$ cat src/rtl/aux_pkg.sv
package aux_pkg;
  localparam int AUX_ADDR_W = 20;

  typedef enum logic [1:0] {
    K_NWR = 2'd0, K_NRD = 2'd1, K_IWR = 2'd2, K_IRD = 2'd3
  } req_kind_e;

  typedef enum logic [2:0] {
    R_OK = 3'd0, R_TIMEOUT = 3'd1, R_IO = 3'd2, R_NACK = 3'd3,
    R_PROTO = 3'd4, R_TOOLONG = 3'd5, R_RETRY = 3'd6
  } result_e;

  typedef enum logic [1:0] {
    RC_ACK = 2'd0, RC_NACK = 2'd1, RC_DEFER = 2'd2, RC_BAD = 2'd3
  } reply_e;

  typedef enum logic [1:0] {
    XS_DONE = 2'd0, XS_TIMEOUT = 2'd1, XS_BUSY = 2'd2, XS_ERR = 2'd3
  } xport_e;

  // command nibble: native = 100r, i2c = 0m0r (m = transaction stays open)
  function automatic logic [3:0] cmd_code(req_kind_e k, logic stop_i);
    if (!k[1]) return {3'b100, k[0]};
    return {1'b0, ~stop_i, 1'b0, k[0]};
  endfunction

  function automatic logic [7:0] frame_bytes(req_kind_e k, logic aonly, logic [7:0] len);
    case (k)
      K_NWR:   return 8'd4 + len;
      K_IWR:   return aonly ? 8'd4 : 8'd5;
      default: return 8'd4;
    endcase
  endfunction

  function automatic logic [7:0] size_code(req_kind_e k, logic aonly, logic [7:0] len);
    logic [7:0] m;
    m = frame_bytes(k, aonly, len);
    if (!k[1]) return {m[3:0], len[3:0] - 4'd1};
    if (aonly) return 8'h30;
    return {m[3:0], 4'h0};
  endfunction
endpackage

$ cat src/rtl/aux_reply_decode.sv
module aux_reply_decode
  import aux_pkg::*;
(
  input  logic       i2c_cmd,
  input  logic [7:0] reply,
  output reply_e     code
);
  always_comb begin
    if (reply[5:4] != 2'b00)  code = reply_e'(reply[5:4]);
    else if (i2c_cmd)         code = reply_e'(reply[7:6]);
    else                      code = RC_ACK;
  end
endmodule

$ cat src/rtl/aux_frame_mux.sv
module aux_frame_mux
  import aux_pkg::*;
#(
  parameter int MAX_PAYLOAD = 16,
  parameter int IDX_W       = 5
) (
  input  req_kind_e                kind,
  input  logic                     aonly,
  input  logic                     stop_i,
  input  logic [AUX_ADDR_W-1:0]    addr,
  input  logic [7:0]               len8,
  input  logic [MAX_PAYLOAD*8-1:0] payload,
  input  logic [IDX_W-1:0]         idx,
  output logic [7:0]               byte_o,
  output logic                     last_o
);
  localparam int PI_W = (MAX_PAYLOAD > 1) ? $clog2(MAX_PAYLOAD) : 1;

  logic [7:0]      total;
  logic [PI_W-1:0] pidx;

  always_comb begin
    total  = frame_bytes(kind, aonly, len8);
    last_o = (int'(idx) == int'(total) - 1);
    pidx   = PI_W'(idx - IDX_W'(4));
    if (idx == IDX_W'(0))      byte_o = addr[7:0];
    else if (idx == IDX_W'(1)) byte_o = addr[15:8];
    else if (idx == IDX_W'(2)) byte_o = {cmd_code(kind, stop_i), addr[19:16]};
    else if (idx == IDX_W'(3)) byte_o = size_code(kind, aonly, len8);
    else                       byte_o = payload[pidx*8 +: 8];
  end
endmodule

$ cat src/rtl/aux_wait_timer.sv
module aux_wait_timer #(
  parameter int CYC = 400
) (
  input  logic clk,
  input  logic rst_n,
  input  logic load,
  output logic expire
);
  localparam int CW = $clog2(CYC + 1);
  logic [CW-1:0] cnt;

  always_ff @(posedge clk or negedge rst_n) begin
    if (!rst_n)            cnt <= '0;
    else if (load)         cnt <= CW'(CYC - 1);
    else if (cnt != '0)    cnt <= cnt - 1'b1;
  end

  assign expire = (cnt == '0);
endmodule

$ cat src/rtl/aux_req_framer.sv
module aux_req_framer
  import aux_pkg::*;
#(
  parameter int CLK_HZ      = 1_000_000,
  parameter int MAX_TRIES   = 4,
  parameter int MAX_PAYLOAD = 16,
  parameter int LEN_W       = 5
) (
  input  logic                     clk,
  input  logic                     rst_n,
  input  logic                     start,
  input  logic [1:0]               req_kind,
  input  logic                     addr_only,
  input  logic                     stop,
  input  logic [19:0]              req_addr,
  input  logic [LEN_W-1:0]         req_len,
  input  logic [LEN_W-1:0]         buf_cap,
  input  logic [MAX_PAYLOAD*8-1:0] wr_data,
  output logic                     tx_valid,
  output logic [7:0]               tx_byte,
  output logic                     tx_last,
  input  logic                     tx_ready,
  input  logic                     rsp_valid,
  input  logic [1:0]               rsp_status,
  input  logic [7:0]               rsp_reply,
  input  logic [LEN_W-1:0]         rsp_len,
  output logic                     done,
  output logic [2:0]               result,
  output logic [LEN_W-1:0]         rx_count
);
  localparam int WAIT_CYC = (CLK_HZ / 2500 < 1) ? 1 : CLK_HZ / 2500;
  localparam int TRY_W    = $clog2(MAX_TRIES + 1);
  localparam int IDX_W    = $clog2(MAX_PAYLOAD + 5);

  typedef enum logic [1:0] {ST_IDLE, ST_SEND, ST_RESP, ST_WAIT} state_e;

  state_e            st;
  req_kind_e         kind_q;
  logic              aonly_q, stop_q;
  logic [19:0]       addr_q;
  logic [LEN_W-1:0]  len_q, cap_q;
  logic [IDX_W-1:0]  idx_q;
  logic [TRY_W-1:0]  tries_q;
  logic              done_q;
  result_e           result_q;
  logic [LEN_W-1:0]  rx_q;

  // named internal events
  logic              too_long, frame_last, final_try, timer_expire;
  logic              in_idle, in_resp, in_wait;
  logic              ev_finish, ev_resend, ev_wait;
  result_e           ev_res;
  logic [LEN_W-1:0]  ev_cnt, clipped;
  reply_e            code;

  assign in_idle   = (st == ST_IDLE);
  assign in_resp   = (st == ST_RESP);
  assign in_wait   = (st == ST_WAIT);
  assign too_long  = (req_kind_e'(req_kind) == K_NWR) &&
                     ((req_len == '0) || (int'(req_len) > MAX_PAYLOAD));
  assign final_try = (int'(tries_q) == MAX_TRIES - 1);
  assign clipped   = (rsp_len < cap_q) ? rsp_len : cap_q;

  aux_frame_mux #(.MAX_PAYLOAD(MAX_PAYLOAD), .IDX_W(IDX_W)) u_mux (
    .kind(kind_q), .aonly(aonly_q), .stop_i(stop_q), .addr(addr_q),
    .len8(8'(len_q)), .payload(wr_data), .idx(idx_q),
    .byte_o(tx_byte), .last_o(frame_last)
  );

  aux_reply_decode u_dec (.i2c_cmd(kind_q[1]), .reply(rsp_reply), .code(code));

  aux_wait_timer #(.CYC(WAIT_CYC)) u_tmr (
    .clk(clk), .rst_n(rst_n), .load(ev_wait), .expire(timer_expire)
  );

  always_comb begin
    ev_finish = 1'b0;
    ev_resend = 1'b0;
    ev_wait   = 1'b0;
    ev_res    = R_OK;
    ev_cnt    = '0;
    if (in_resp && rsp_valid) begin
      case (xport_e'(rsp_status))
        XS_TIMEOUT: begin ev_finish = 1'b1; ev_res = R_TIMEOUT; end
        XS_ERR:     begin ev_finish = 1'b1; ev_res = R_IO; end
        XS_BUSY: begin
          if (final_try) begin ev_finish = 1'b1; ev_res = R_RETRY; end
          else ev_resend = 1'b1;
        end
        default: begin
          case (code)
            RC_ACK: begin
              ev_finish = 1'b1;
              if (kind_q == K_NRD && rsp_len == '0) ev_res = R_PROTO;
              else if (kind_q != K_NWR)             ev_cnt = clipped;
            end
            RC_DEFER: begin
              if (final_try) begin ev_finish = 1'b1; ev_res = R_RETRY; end
              else ev_wait = 1'b1;
            end
            default: begin ev_finish = 1'b1; ev_res = R_NACK; end
          endcase
        end
      endcase
    end
  end

  always_ff @(posedge clk or negedge rst_n) begin
    if (!rst_n) begin
      st <= ST_IDLE;   kind_q <= K_NWR; aonly_q <= 1'b0; stop_q <= 1'b0;
      addr_q <= '0;    len_q <= '0;     cap_q <= '0;     idx_q <= '0;
      tries_q <= '0;   done_q <= 1'b0;  result_q <= R_OK; rx_q <= '0;
    end else begin
      done_q <= 1'b0;
      case (st)
        ST_IDLE: if (start) begin
          kind_q  <= req_kind_e'(req_kind);
          aonly_q <= addr_only;
          stop_q  <= stop;
          addr_q  <= req_addr;
          len_q   <= req_len;
          cap_q   <= buf_cap;
          if (too_long) begin
            done_q <= 1'b1; result_q <= R_TOOLONG; rx_q <= '0;
          end else begin
            st <= ST_SEND; idx_q <= '0; tries_q <= '0;
          end
        end
        ST_SEND: if (tx_ready) begin
          if (frame_last) st <= ST_RESP;
          else            idx_q <= idx_q + 1'b1;
        end
        ST_RESP: begin
          if (ev_finish) begin
            st <= ST_IDLE; done_q <= 1'b1; result_q <= ev_res; rx_q <= ev_cnt;
          end else if (ev_resend) begin
            st <= ST_SEND; idx_q <= '0; tries_q <= tries_q + 1'b1;
          end else if (ev_wait) begin
            st <= ST_WAIT; tries_q <= tries_q + 1'b1;
          end
        end
        default: if (timer_expire) begin
          st <= ST_SEND; idx_q <= '0;
        end
      endcase
    end
  end

  assign tx_valid = (st == ST_SEND);
  assign tx_last  = tx_valid && frame_last;
  assign done     = done_q;
  assign result   = result_q;
  assign rx_count = rx_q;
endmodule

$ cat config.mk
export PLATFORM = sky130hd
export DESIGN_NAME = aux_req_framer
export DESIGN_NICKNAME = d
export VERILOG_FILES = /design/src/rtl/aux_pkg.sv /design/src/rtl/aux_reply_decode.sv /design/src/rtl/aux_frame_mux.sv /design/src/rtl/aux_wait_timer.sv /design/src/rtl/aux_req_framer.sv
export SDC_FILE = /design/constraint.sdc
export NUM_CORES = 1
export LEC_CHECK = 0
export BUFFER_PORTS_ARGS = -buffer_cell sky130_fd_sc_hd__buf_2
export CAP_MARGIN = 20
export CELL_PAD_IN_SITES_DETAIL_PLACEMENT = 0
export CELL_PAD_IN_SITES_GLOBAL_PLACEMENT = 1
export CORE_MARGIN = 2
export CORE_UTILIZATION = 37
export CTS_BUF_LIST = sky130_fd_sc_hd__clkbuf_8
export CTS_CLUSTER_SIZE = 40
export DETAILED_ROUTE_END_ITERATION = 10
export HOLD_SLACK_MARGIN = 0.15
export MAX_ROUTING_LAYER = met4
export PLACE_DENSITY = 0.81
export SLEW_MARGIN = 0
export SYNTH_ARGS = -nofsm -noshare
export SYNTH_HDL_FRONTEND = slang
export SYNTH_SLANG_ARGS = --single-unit
$ cat constraint.sdc
create_clock -name clk -period 3.5 [get_ports clk]
set_input_delay 0.175 -clock clk [delete_from_list [all_inputs] [get_ports clk]]
set_output_delay 0.175 -clock clk [all_outputs]
set_load 0.05 [all_outputs]
# After elaboration in Yosys (flattened, before gate mapping)
# Cells that the tools add are included.
[classes] n_eq_ne=24 n_bitwise=1 n_mux=86 order_cmp=2 n_reduce_logical=26 add_sub_neg=7 shifts=1
[ops] operator="128-bit by 8-bit indexed part select with 8-bit output" count=1
[ops] operator="5-bit 2-to-1 mux" count=16
[ops] operator="8-bit 2-to-1 mux" count=8
[ops] operator="3-bit 2-to-1 mux" count=11
[ops] operator="1-bit 2-to-1 mux" count=27
[ops] operator="2-bit 2-to-1 mux" count=10
[ops] operator="9-bit 2-to-1 mux" count=2
[ops] operator="3-bit one-hot mux with 2 select lines" count=3
[ops] operator="8-bit one-hot mux with 2 select lines" count=1
[ops] operator="5-bit logical NOT" count=3
[ops] operator="5-bit one-hot mux with 3 select lines" count=1
[ops] operator="2-bit == test, second input constant" count=5
[ops] operator="5-bit by 2-bit == test with 1-bit output, second input constant" count=2
[ops] operator="2-bit != test, second input constant" count=5
[ops] operator="5-bit one-hot mux with 2 select lines" count=1
[ops] operator="6-bit by 9-bit == test with 1-bit output" count=1
[ops] operator="9-bit logical NOT" count=1
[ops] operator="3-bit one-hot mux with 3 select lines" count=1
[ops] operator="9-bit nonzero test" count=1
[ops] operator="8-bit by 1-bit subtractor with 9-bit output, second input constant" count=1
[ops] operator="9-bit by 1-bit subtractor with 9-bit output, second input constant" count=1
[ops] operator="2-bit logical NOT" count=4
[ops] operator="4-bit 2-to-1 mux" count=2
[ops] operator="2-bit by 1-bit != test with 1-bit output, second input constant" count=4
[ops] operator="26 further kinds" count=35
[word_totals] regBits=62 input_bits=182

# Depth between registers and ports, before layout
# Gate-level depths: netlist of run 1.
[depth] word_depth=16 mapped_depth=12

# Modules after synthesis
# A second synthesis of run 1 with hierarchy kept.
[unflattened] hier_cells=533 area_unflattened_um2=5181.2
[by_module_without_submodules] module="aux_req_framer" cells_per_inst=235 area_per_inst_um2=2711.4 n_inst=1
[by_module_without_submodules] module="aux_frame_mux" cells_per_inst=242 area_per_inst_um2=1958.1 n_inst=1
[by_module_without_submodules] module="aux_wait_timer" cells_per_inst=52 area_per_inst_um2=490.5 n_inst=1
[by_module_without_submodules] module="aux_reply_decode" cells_per_inst=4 area_per_inst_um2=21.3 n_inst=1

# Worst setup path before layout of run 1
# Ideal clock, no wire load.
[synth_timing] path_type="register to output" from="register idx_q[2]" to="output port tx_byte[7]" path_slack_ns=0.277 arrival_time_ns=3.048 required_ns=3.325 path_stages_with_launch=10 cell_sequence="dfrtp_1 buf_1 inv_1 ha_1 nor2b_1 clkbuf_1 nand2_1 clkbuf_1 a21oi_1 o21ai_0"
[synth_via] elab_chain_len=6 elab_cells_between_ends=10 classes_between="add/sub: 1; eq/ne: 3; shift: 1; mux: 4; reduce/logical: 1"
[synth_rtl] element="from (decl)" line_no="aux_req_framer.sv:42" rtl="logic [IDX_W-1:0] idx_q;"
[synth_rtl] element="from (signal assigned)" line_no="aux_req_framer.sv:131" rtl="else idx_q <= idx_q + 1'b1;"
[synth_rtl] element="4-bit by 3-bit subtractor with 4-bit output" line_no="aux_frame_mux.sv:25" rtl="pidx = PI_W'(idx - IDX_W'(4));"
[synth_rtl] element="128-bit by 8-bit indexed part select with 8-bit output" line_no="aux_frame_mux.sv:30" rtl="else byte_o = payload[pidx*8 +: 8];"
[synth_rtl] element="8-bit 2-to-1 mux" line_no="aux_frame_mux.sv:29" rtl="else if (idx == IDX_W'(3)) byte_o = size_code(kind, aonly, len8);"
[synth_rtl] element="8-bit 2-to-1 mux" line_no="aux_frame_mux.sv:28" rtl="else if (idx == IDX_W'(2)) byte_o = {cmd_code(kind, stop_i), addr[19:16]};"
[synth_rtl] element="8-bit 2-to-1 mux" line_no="aux_frame_mux.sv:27" rtl="else if (idx == IDX_W'(1)) byte_o = addr[15:8];"
[synth_rtl] element="8-bit 2-to-1 mux *" line_no="aux_frame_mux.sv:26" rtl="if (idx == IDX_W'(0)) byte_o = addr[7:0];"
[synth_rtl] element="to (decl)" line_no="aux_req_framer.sv:20" rtl="output logic [7:0] tx_byte,"
# Mark *: on every way between the ends. The rest lies on a longest branch, timed or not.

# Final worst setup path of run 1
[layout_timing] from="register idx_q[1]" to="output port tx_byte[7]"
# The elaborated chain is that of the path after synthesis.

==> results.cfg, run 1 <==
[drt]
viasPerCell = 5.36
drtPass1Iterations = 6
drt-initial-drc-count = 322
ant_nets = 0
drc = 0
wl_per_cell_microns = 16.9
routed_wl_microns = 14200
vias = 4485

[synthesis]
synth_top_cell_area_share_pct = 32.8
postSynth.topFlopCell = dfrtp_1
sequential_element_share_of_the_synthesized_area_pct = 32.8
synth.area.top_cells = dfrtp_1 (33%), mux4_2 (19%), mux2_2 (10%), ha_1 (5.0%), nand2_1 (2.9%)
yosys.cell_types.count = 60
synth-edff-count = 0
postSynth.asyncResetShare_pct = 100
number_of_flip_flops_and_latches_in_the_synthesized_netlist = 62
synth_area_per_cell_sq_um = 11.0
synthesis.instances = 430
synth_nets = 631
post-synth-top-area-cell = dfrtp_1
mappedNetlistArea_sq_um = 4730
ys.warnings.count = 0

[die]
floorplan.core_area_sq_um = 12600
floorplan.die_area_sq_um = 13700
die-height_microns = 117
dieWidth_microns = 117
io-pin-count = 201
start_util_pct = 37.7
placement_rows = 41

[timing]
timing.clock.skew_ps = 9.96
maxSlewViolCount = 0
finalCriticalPeriod_ps = 3310
setup_tns_ps = 0
rsz0062_at_grt = no
min_period_over_period_pct = 94.5
finalHoldViolCount = 0
relSlewSlack_pct = 53.6
timing.fmax_ghz = 0.302
worstMarginPinSlew_ps = 692
setup_viol = 0

[power_and_ir_drop]
share_seq_of_total_power_pct = 25.3
total_power_uw = 5200
peakVddDrop_uv = 559
clock_power_share_pct = 13.4
internal_power_uw = 2790
power_switching_uw = 2410
leakage_uw = 0.00290
power_per_cell_area_nw_per_um2 = 803
swShare_pct = 46.3
combinationalPowerShare_pct = 61.3

[hold_path]
timing.hold.worst.class = input pin to async pin

[global_route]
first_global_vias = 4576
grt_start_max_net_pins = 36
grt_overflow = 0
grtUsageTotal_pct = 21.9
wire_length_of_the_first_global_routing_pass_microns = 22200
antenna_found_initial = 1

[clock_network]
clkTransAtPathRegs_ps = 80
worst_case_clock_buffer_depth = 2
clock_tree.root_cell = clkbuf_8
postCtsSetupRepairBufs = 0
cts-htree-levels = 3
clock-sinks = 62
tritoncts_clock_tree = done
tritoncts.num_buffers = 9
clock_network_latency_to_the_later_pin_of_the_worst_skew_pair_ps = 350

[critical_path]
crit_path_class = flop to primary output
cell_type_with_the_highest_occurrence_count_on_the_critical_path = o21ai_0
critical_path_arrival_ps = 3130
cp_slowest_cell = dfrtp_1
ordered_list_of_cells_on_the_worst_path = buf_4 > inv_1 > ha_1 > o21ai_0 > o21ai_0 > a21oi_1 > o21ai_0 > buf_2
critical_path.endpoint_type = primary output
worst_setup_path_start_kind = flop
crit_required_ps = 3320
worst-path-max-fanout = 19
crit_path_max_incr_delay_ps = 760

[placement]
place_hpwl_microns = 11300
routabilityCongestion = 0.873
io_buffer_count = 196
dp.cells = 785

[cells_and_area]
layout_commonest_cell = buf_2
layout.cells.most_common_list = buf_2 (196), dfrtp_1 (61), mux2_2 (44)
finish.utilization_pct = 51.5
fin_nets = 860
final.fill_count = 1158
area_overhead_vs_synth_pct = 36.8
layout.cells.non_filler = 837
layout-drive-gt1-share_pct = 48.5

[job]
drv.max_cap_violation_count = 0

[status]
status = finished, final reports clean
kinds of logic after synthesis:
family                   count (synthesis)  synth area share, %
multiplexers                            90                 30.8
adder cells (fa/ha/maj)                 19                 5.02
flip-flops                              62                 32.8
AO/OA/AOI/OAI                           79                 11.4
buffers and inverters                   48                 4.26
AND/OR/NAND/NOR                        118                 13.2
XOR/XNOR                                14                 2.59
critical path: cells and delay by family, from the launching register on:
| family | cells | cell delay [ps] |
|---|---|---|
| AOI/OAI and AO/OA | 4 | 1060 |
| DFF | 1 | 760 |
| buffers and inverters | 3 | 730 |
| adders and majority gates | 1 | 230 |
synth_stat cells (3+ instances only):
master and instances:
clkbuf_1 14, xnor2_1 10, buf_2 5, mux2_2 44, and2_1 3, mux4_2 40, a221oi_1 3, mux2i_1 6
a21oi_1 16, nand2b_1 4, dfrtp_1 62, o211ai_1 7, o31ai_1 3, nor2_1 26, o311ai_0 4, inv_1 24
ha_1 19, nand3_1 12, a31oi_1 5, o21ai_0 20, xor2_1 4, o221ai_1 3, or4_1 3, nor3_1 3
nor4_1 4, or3_1 3, nand2_1 36, nand4_1 3
registers in the layout, summed over array words and instances, names as in the netlist:
| signal | count |
|---|---|
| kind_q | 2 |
| idx_q | 5 |
| tries_q | 3 |
| stop_q | 1 |
| done | 1 |
| rx_count | 5 |
| addr_q | 20 |
| u_tmr.cnt | 9 |
| cap_q | 5 |
| st | 2 |
| len_q | 5 |
| aonly_q | 1 |
| result | 3 |
power by group through the flow:
stage	combinational (uW)	clock, uW	sequential, uW
after floorplan	2490	0	1240
after global placement	3100	0	1310
after detailed placement	3180	0	1320
after CTS	3220	713	1310
after global routing	3490	746	1370
final	3190	695	1320
through the flow:
| stage | hold slack (ps) | cell area (sq um) | setup slack, ps |
|---|---|---|---|
| global placement | 19.7 | 5900 | 516 |
| floorplan | -121 | 4730 | 277 |
| finish | 190 | 6470 | 194 |
| detailed placement | 25.9 | 5900 | 481 |
| CTS | 175 | 6470 | 127 |
| global route | 221 | 6470 | 25.8 |
timing repair:
| item | 4_1_cts | 5_1_grt |
|---|---|---|
| endpoints found under the setup margin | 0 | 6 |
| hold buffers | 35 | 0 |
| hold endpoints to repair | 96 | 0 |
| resized for setup | 0 | 1 |
final cells by class:
| type | instances | area (sq um) | share of cell area, % |
|---|---|---|---|
| timing repair buffer | 242 | 1420 | 21.9 |
| antenna | 1 | 2.50 | 0.0387 |
| clock buffer | 11 | 151 | 2.34 |
| inverter | 24 | 90.1 | 1.39 |
| tap | 172 | 215 | 3.32 |
| clock inverter | 5 | 63.8 | 0.986 |
| multi-input combinational | 320 | 2980 | 46.0 |
| sequential | 62 | 1550 | 24.0 |
metal layers:
metal / wire, microns / global-route usage, % / up-vias
li1: - / - / 2093
met1: 5660 / 25.5 / 2195
met2: 7510 / 38.2 / 175
met3: 644 / 2.88 / 22
met4: 366 / 8.78 / 0
met5: 0 / - / -
path summary, 6_finish.rpt:
path	startpoint	to	slack, ps	depth (start not counted)
min reg2reg	rx_count[4]$_DFFE_PN0P_	rx_count[4]$_DFFE_PN0P_	500	1
max in group asynchronous	rst_n	idx_q[0]$_DFFE_PN0P_	2640	3
min in group clk	rsp_len[3]	rx_count[3]$_DFFE_PN0P_	230	4
min	rst_n	u_tmr.cnt[7]$_DFFE_PN0P_	190	2
max reg2reg	kind_q[1]$_DFFE_PN0P_	st[1]$_DFFE_PN0P_	490	12
max	idx_q[1]$_DFFE_PN0P_	tx_byte[7]	190	8
Power figures use the tool's default switching activity.
==> inputs of run 2 (changes only) <==
--- a/config.mk
+++ b/config.mk
@@ -17,6 +17,7 @@
 export HOLD_SLACK_MARGIN = 0.15
 export MAX_ROUTING_LAYER = met4
 export PLACE_DENSITY = 0.81
+export RECOVER_POWER = 100
 export SLEW_MARGIN = 0
 export SYNTH_ARGS = -nofsm -noshare
 export SYNTH_HDL_FRONTEND = slang
==> run 2 against run 1 <==
  * The flow now finishes with violations (capacitance limit, slew limit)
  * Final cell count did not move
  * First-iteration DRC count rose by 0.93%
  * Routed wire length fell by 0.11%
  * Critical path type unchanged
  * Largest power group unchanged
==> results.cfg, run 2 (synthesis results as in run 1) <==
[placement]
io_buffer_count = 196
routabilityCongestion = 0.873
detailed_place.area_sq_um = 5900
place_hpwl_microns = 11300

[timing]
finalCriticalPeriod_ps = 3310
maxSlewViolCount = 76
rsz0062_at_grt = no
timing.fmax_ghz = 0.302
relSlewSlack_pct = -23.7
finalHoldViolCount = 0
min_period_over_period_pct = 94.5
setup_viol = 0
timing.clock.skew_ps = 10.5
worstMarginPinSlew_ps = 1860
setup_tns_ps = 0

[cells_and_area]
area_overhead_vs_synth_pct = 35.7
layout_commonest_cell = buf_2
final_cell_area_sq_um = 6420
layout-drive-gt1-share_pct = 45.5
top_register = addr_q
layout.cells.most_common_list = buf_2 (180), dfrtp_1 (61), mux2_2 (42)
final.fill_count = 1170
biggestRegsByFlops = addr_q: 20 flops, u_tmr.cnt: 9 flops
fin_nets = 860
largest_register_ffs = 20

[global_route]
first_global_vias = 4576
grt_overflow = 0
grtUsageTotal_pct = 21.9
antenna_found_initial = 1
wire_length_of_the_first_global_routing_pass_microns = 22200
grt_start_max_net_pins = 36

[clock_network]
clock_tree.root_cell = clkbuf_8
tritoncts.num_buffers = 9
cts-htree-levels = 3
tritoncts_clock_tree = done
worst_case_clock_buffer_depth = 2
clock_network_latency_to_the_later_pin_of_the_worst_skew_pair_ps = 340
clkTransAtPathRegs_ps = 80
clock-sinks = 62

[die]
floorplan.core_area_sq_um = 12600
dieWidth_microns = 117
die-height_microns = 117
placement_rows = 41
floorplan.die_area_sq_um = 13700
io-pin-count = 201
start_util_pct = 37.7

[drt]
ant_nets = 0
drtPass1Iterations = 4
drt-initial-drc-count = 325
routed_wl_microns = 14200
wl_per_cell_microns = 16.9
viasPerCell = 5.33
drc = 0
vias = 4460

[critical_path]
crit_path_class = flop to primary output
worst_r2r_path_depth = 7
critical_path_arrival_ps = 3130
r2r-end = idx_q[4]$_DFFE_PN0P_
startpoint = idx_q[1]$_DFFE_PN0P_
crit_path_end = tx_byte[7]
regToRegStartpoint = u_tmr.cnt[3]$_DFFE_PN0P_
reg2reg_slack_ps = 210
worst-path-max-fanout = 19
critical_path.endpoint_type = primary output
crit_required_ps = 3320
worst_setup_path_start_kind = flop

[power_and_ir_drop]
power_per_cell_area_nw_per_um2 = 806
peakVddDrop_uv = 559
leakage_uw = 0.00284

[status]
violated_checks = capacitance limit, slew limit
status = finished with violations

[job]
drv.max_cap_violation_count = 3

[hold_path]
timing.hold.worst.class = input pin to flop
run 2: changes by cell type in the layout (fill, tap and decap cells not counted), moves of 2 or more:
cell / change
clkbuf_2: +4
mux2_1: +2
buf_4: -3
mux2_2: -2
buf_2: -16
clkbuf_1: +15
run 2: cell type report:
class                           instances  area, sq um  share of cell area (%)
Multi-Input combinational cell        320         2950                    46.0
Timing Repair Buffer                  242         1390                    21.7
Antenna cell                            1         2.50                  0.0390
Clock inverter                          5         63.8                   0.994
Sequential cell                        62         1550                    24.2
Clock buffer                           11          151                    2.36
Inverter                               24         90.1                    1.40
Tap cell                              172          215                    3.35
run 2: how the worst min path moves through the flow:
stage                     startpoint                        to  slack [ps]  cells past startpoint
after global routing      rsp_len[3]   rx_count[3]$_DFFE_PN0P_         260                      4
after floorplan                rst_n     addr_q[0]$_DFFE_PN0P_        -120                      0
after global placement         rst_n  u_tmr.cnt[7]$_DFFE_PN0P_          20                      1
after CTS                      rst_n  u_tmr.cnt[7]$_DFFE_PN0P_         180                      2
final                     rsp_len[3]   rx_count[3]$_DFFE_PN0P_         240                      4
after detailed placement       rst_n  u_tmr.cnt[7]$_DFFE_PN0P_          30                      1
run 2: worst max-delay path: stages, from the launching register on:
cell and delay, ps:
dfrtp_1 760, buf_4 370, inv_1 100, ha_1 230, o21ai_0 500, o21ai_0 230
a21oi_1 160, o21ai_0 170, buf_2 260
run 2: layer usage:
layer,wire length (microns),up-vias,GRT usage (%)
met5,0,-,-
met4,397,0,8.78
met3,686,20,2.88
met2,7480,178,38.2
met1,5600,2171,25.5
li1,-,2091,-
run 2: metrics by stage:
step           util, %  worst slack (ps)  std cells  hold slack, ps  power, uW
3_3_place_gp      46.9               516        785            19.7       4400
5_1_grt           51.1              25.8        837             264       5580
2_1_floorplan        -               277        430            -121       3730
3_5_place_dp      46.9               481        785            25.9       4500
4_1_cts           51.4               127        836             175       5240
6_report          51.1               194        837             235       5180
run 2: power by group:
| part | leakage (uW) | switching (uW) | internal, uW |
|---|---|---|---|
| combinational | 0.00198 | 1780 | 1390 |
| clock | 0.000107 | 318 | 374 |
| sequential | 0.000751 | 297 | 1020 |
run 2: timing repair:
action | 4_1_cts | 5_1_grt
hold buffers | 35 | 0
buffers inserted | 0 | 0
setup endpoints to repair | 0 | 6
endpoints found under the hold margin | 96 | 0
resized for setup | 0 | 1
==> inputs of run 3 (changes only) <==
==> constraint.sdc (replaced) <==
create_clock -name clk -period 3.69 [get_ports clk]
set_input_delay 0.1845 -clock clk [delete_from_list [all_inputs] [get_ports clk]]
set_output_delay 0.1845 -clock clk [all_outputs]
set_load 0.05 [all_outputs]
==> run 3 against run 2 <==
  * The run still ends with capacitance limit, slew limit left
  * Sequential power is 5% lower
  * Via count shrank 2.2%
  * Clock-buffer cell count shrank 2
  * Critical path type unchanged
==> results.cfg, run 3 (synthesis results as in run 1) <==
[global_route]
antenna_found_initial = 1
first_global_vias = 4353
wire_length_of_the_first_global_routing_pass_microns = 21700
grt_start_max_net_pins = 37
grt_overflow = 0
grtUsageTotal_pct = 21.3

[critical_path]
r2r-end = idx_q[4]$_DFFE_PN0P_
worst_setup_path_start_kind = flop
worst-path-max-fanout = 12
depth_of_the_critical_timing_path_with_buffers_and_inverters_included = 11
crit_required_ps = 3510
critical_path.endpoint_type = primary output
crit_path_class = flop to primary output
cp_slowest_cell = dfrtp_1
cpLargestDelayFamily = simple AND/OR/NAND/NOR gates
worst_r2r_path_depth = 7
startpoint = kind_q[1]$_DFFE_PN0P_
reg2reg_slack_ps = 430
path_buf_inv = 2
cell_type_with_the_highest_occurrence_count_on_the_critical_path = and2_1
ordered_list_of_cells_on_the_worst_path = and2_1 > or3_1 > ha_1 > nand3b_1 > xnor2_1 > and3_1 > o221ai_1 > a2111oi_2 > buf_4 > and2_1 > clkbuf_2
regToRegStartpoint = u_tmr.cnt[3]$_DFFE_PN0P_
crit_path_max_incr_delay_ps = 450
critical_path_arrival_ps = 3240

[power_and_ir_drop]
peakVddDrop_uv = 453
power_per_cell_area_nw_per_um2 = 765
leakage_uw = 0.00283

[drt]
drt-initial-drc-count = 176
routed_wl_microns = 13800
drc = 0
ant_nets = 0
vias = 4363
drtPass1Iterations = 4
wl_per_cell_microns = 16.5
viasPerCell = 5.23

[timing]
timing.clock.skew_ps = 10.0
finalHoldViolCount = 0
maxSlewViolCount = 36
setup_tns_ps = 0
min_period_over_period_pct = 92.8
relSlewSlack_pct = -23.5
worstMarginPinSlew_ps = 1850
rsz0062_at_grt = no
timing.fmax_ghz = 0.292
setup_viol = 0
post_route_worst_hold_slack_ps = 252
worst_slack_ps = 267
finalCriticalPeriod_ps = 3420

[hold_path]
min_path_cells = 4
whs_endpoint = rx_count[3]$_DFFE_PN0P_
hold_path_startpoint = rsp_len[3]
timing.hold.worst.class = input pin to flop

[placement]
routabilityCongestion = 0.863
io_buffer_count = 196
place_ws_ps = 626
dp.cells = 783
place_hpwl_microns = 11000

[clock_network]
worst_case_clock_buffer_depth = 2
clock-sinks = 62
tritoncts_clock_tree = done
cts-htree-levels = 3
clkTransAtPathRegs_ps = 70
clock_network_latency_to_the_later_pin_of_the_worst_skew_pair_ps = 350
tritoncts.num_buffers = 9
clock_tree.root_cell = clkbuf_8
postCtsSetupRepairBufs = 0

[status]
violated_checks = capacitance limit, slew limit
status = finished with violations

[cells_and_area]
finish.utilization_pct = 51.0
layout-drive-gt1-share_pct = 46.1
area_overhead_vs_synth_pct = 35.5
layout.cells.most_common_list = buf_2 (177), dfrtp_1 (61), mux2_2 (44)
fin_nets = 858
biggestRegsByFlops = addr_q: 20 flops, u_tmr.cnt: 9 flops
layout.cells.non_filler = 835
layout_commonest_cell = buf_2
largest_register_ffs = 20
top_register = addr_q

[die]
io-pin-count = 201
die-height_microns = 117
dieWidth_microns = 117
floorplan.die_area_sq_um = 13700
start_util_pct = 37.7
placement_rows = 41
floorplan.core_area_sq_um = 12600

[job]
drv.max_cap_violation_count = 3
[run 3: cell types whose count changed in the layout (fill, tap and decap cells not counted), sizes merged]
cell,previous run,this run
buf,188,184
bufinv,1,2
clkinv,1,2
clkinvlp,1,2
inv,26,25
[run 3: stage by stage]
| stage | power [uW] | instance area, sq um |
|---|---|---|
| 2_1_floorplan | 3540 | 4730 |
| 3_3_place_gp | 4170 | 5890 |
| 3_5_place_dp | 4240 | 5890 |
| 4_1_cts | 4960 | 6460 |
| 5_1_grt | 5280 | 6410 |
| 6_report | 4910 | 6410 |
[run 3: cell type report]
type	instances	area, sq um
clock buffers	9	124
inverters	24	90.1
well taps	172	215
flip-flops and latches	62	1550
clock inverters	7	97.6
multi-input cells	320	2950
repair buffers	240	1380
fillers	1177	6160
diodes	1	2.50
[run 3: tightest hold or removal path: stages]
cell     delay [ps]
buf_2           100
mux2i_1          70
nor2_1           80
mux2_2          140
[run 3: repair_timing]
item | CTS | global route
gates resized for setup | 0 | 1
hold buffers | 35 | 0
hold endpoints to repair | 60 | 0
setup endpoints to repair | 0 | 1
[run 3: how the worst max path moves through the flow]
stage / to
CTS: tx_last
finish: tx_last
global route: tx_last
global placement: tx_last
floorplan: tx_byte[7]
detailed placement: tx_last
[run 3: per-layer routing]
metal | vias up | part of all wire (%) | wire length [microns] | global-route usage [%]
met5 | - | 0 | 0 | -
met4 | 0 | 1.8 | 255 | 5.88
met2 | 153 | 53 | 7310 | 37.8
li1 | 2095 | - | - | -
met1 | 2097 | 40 | 5510 | 25.0
met3 | 18 | 5.2 | 721 | 3.35
[run 3: where the power goes]
group | internal, uW | switching [uW]
clock network | 382 | 297
logic | 1310 | 1680
registers | 965 | 281
total | 2650 | 2260
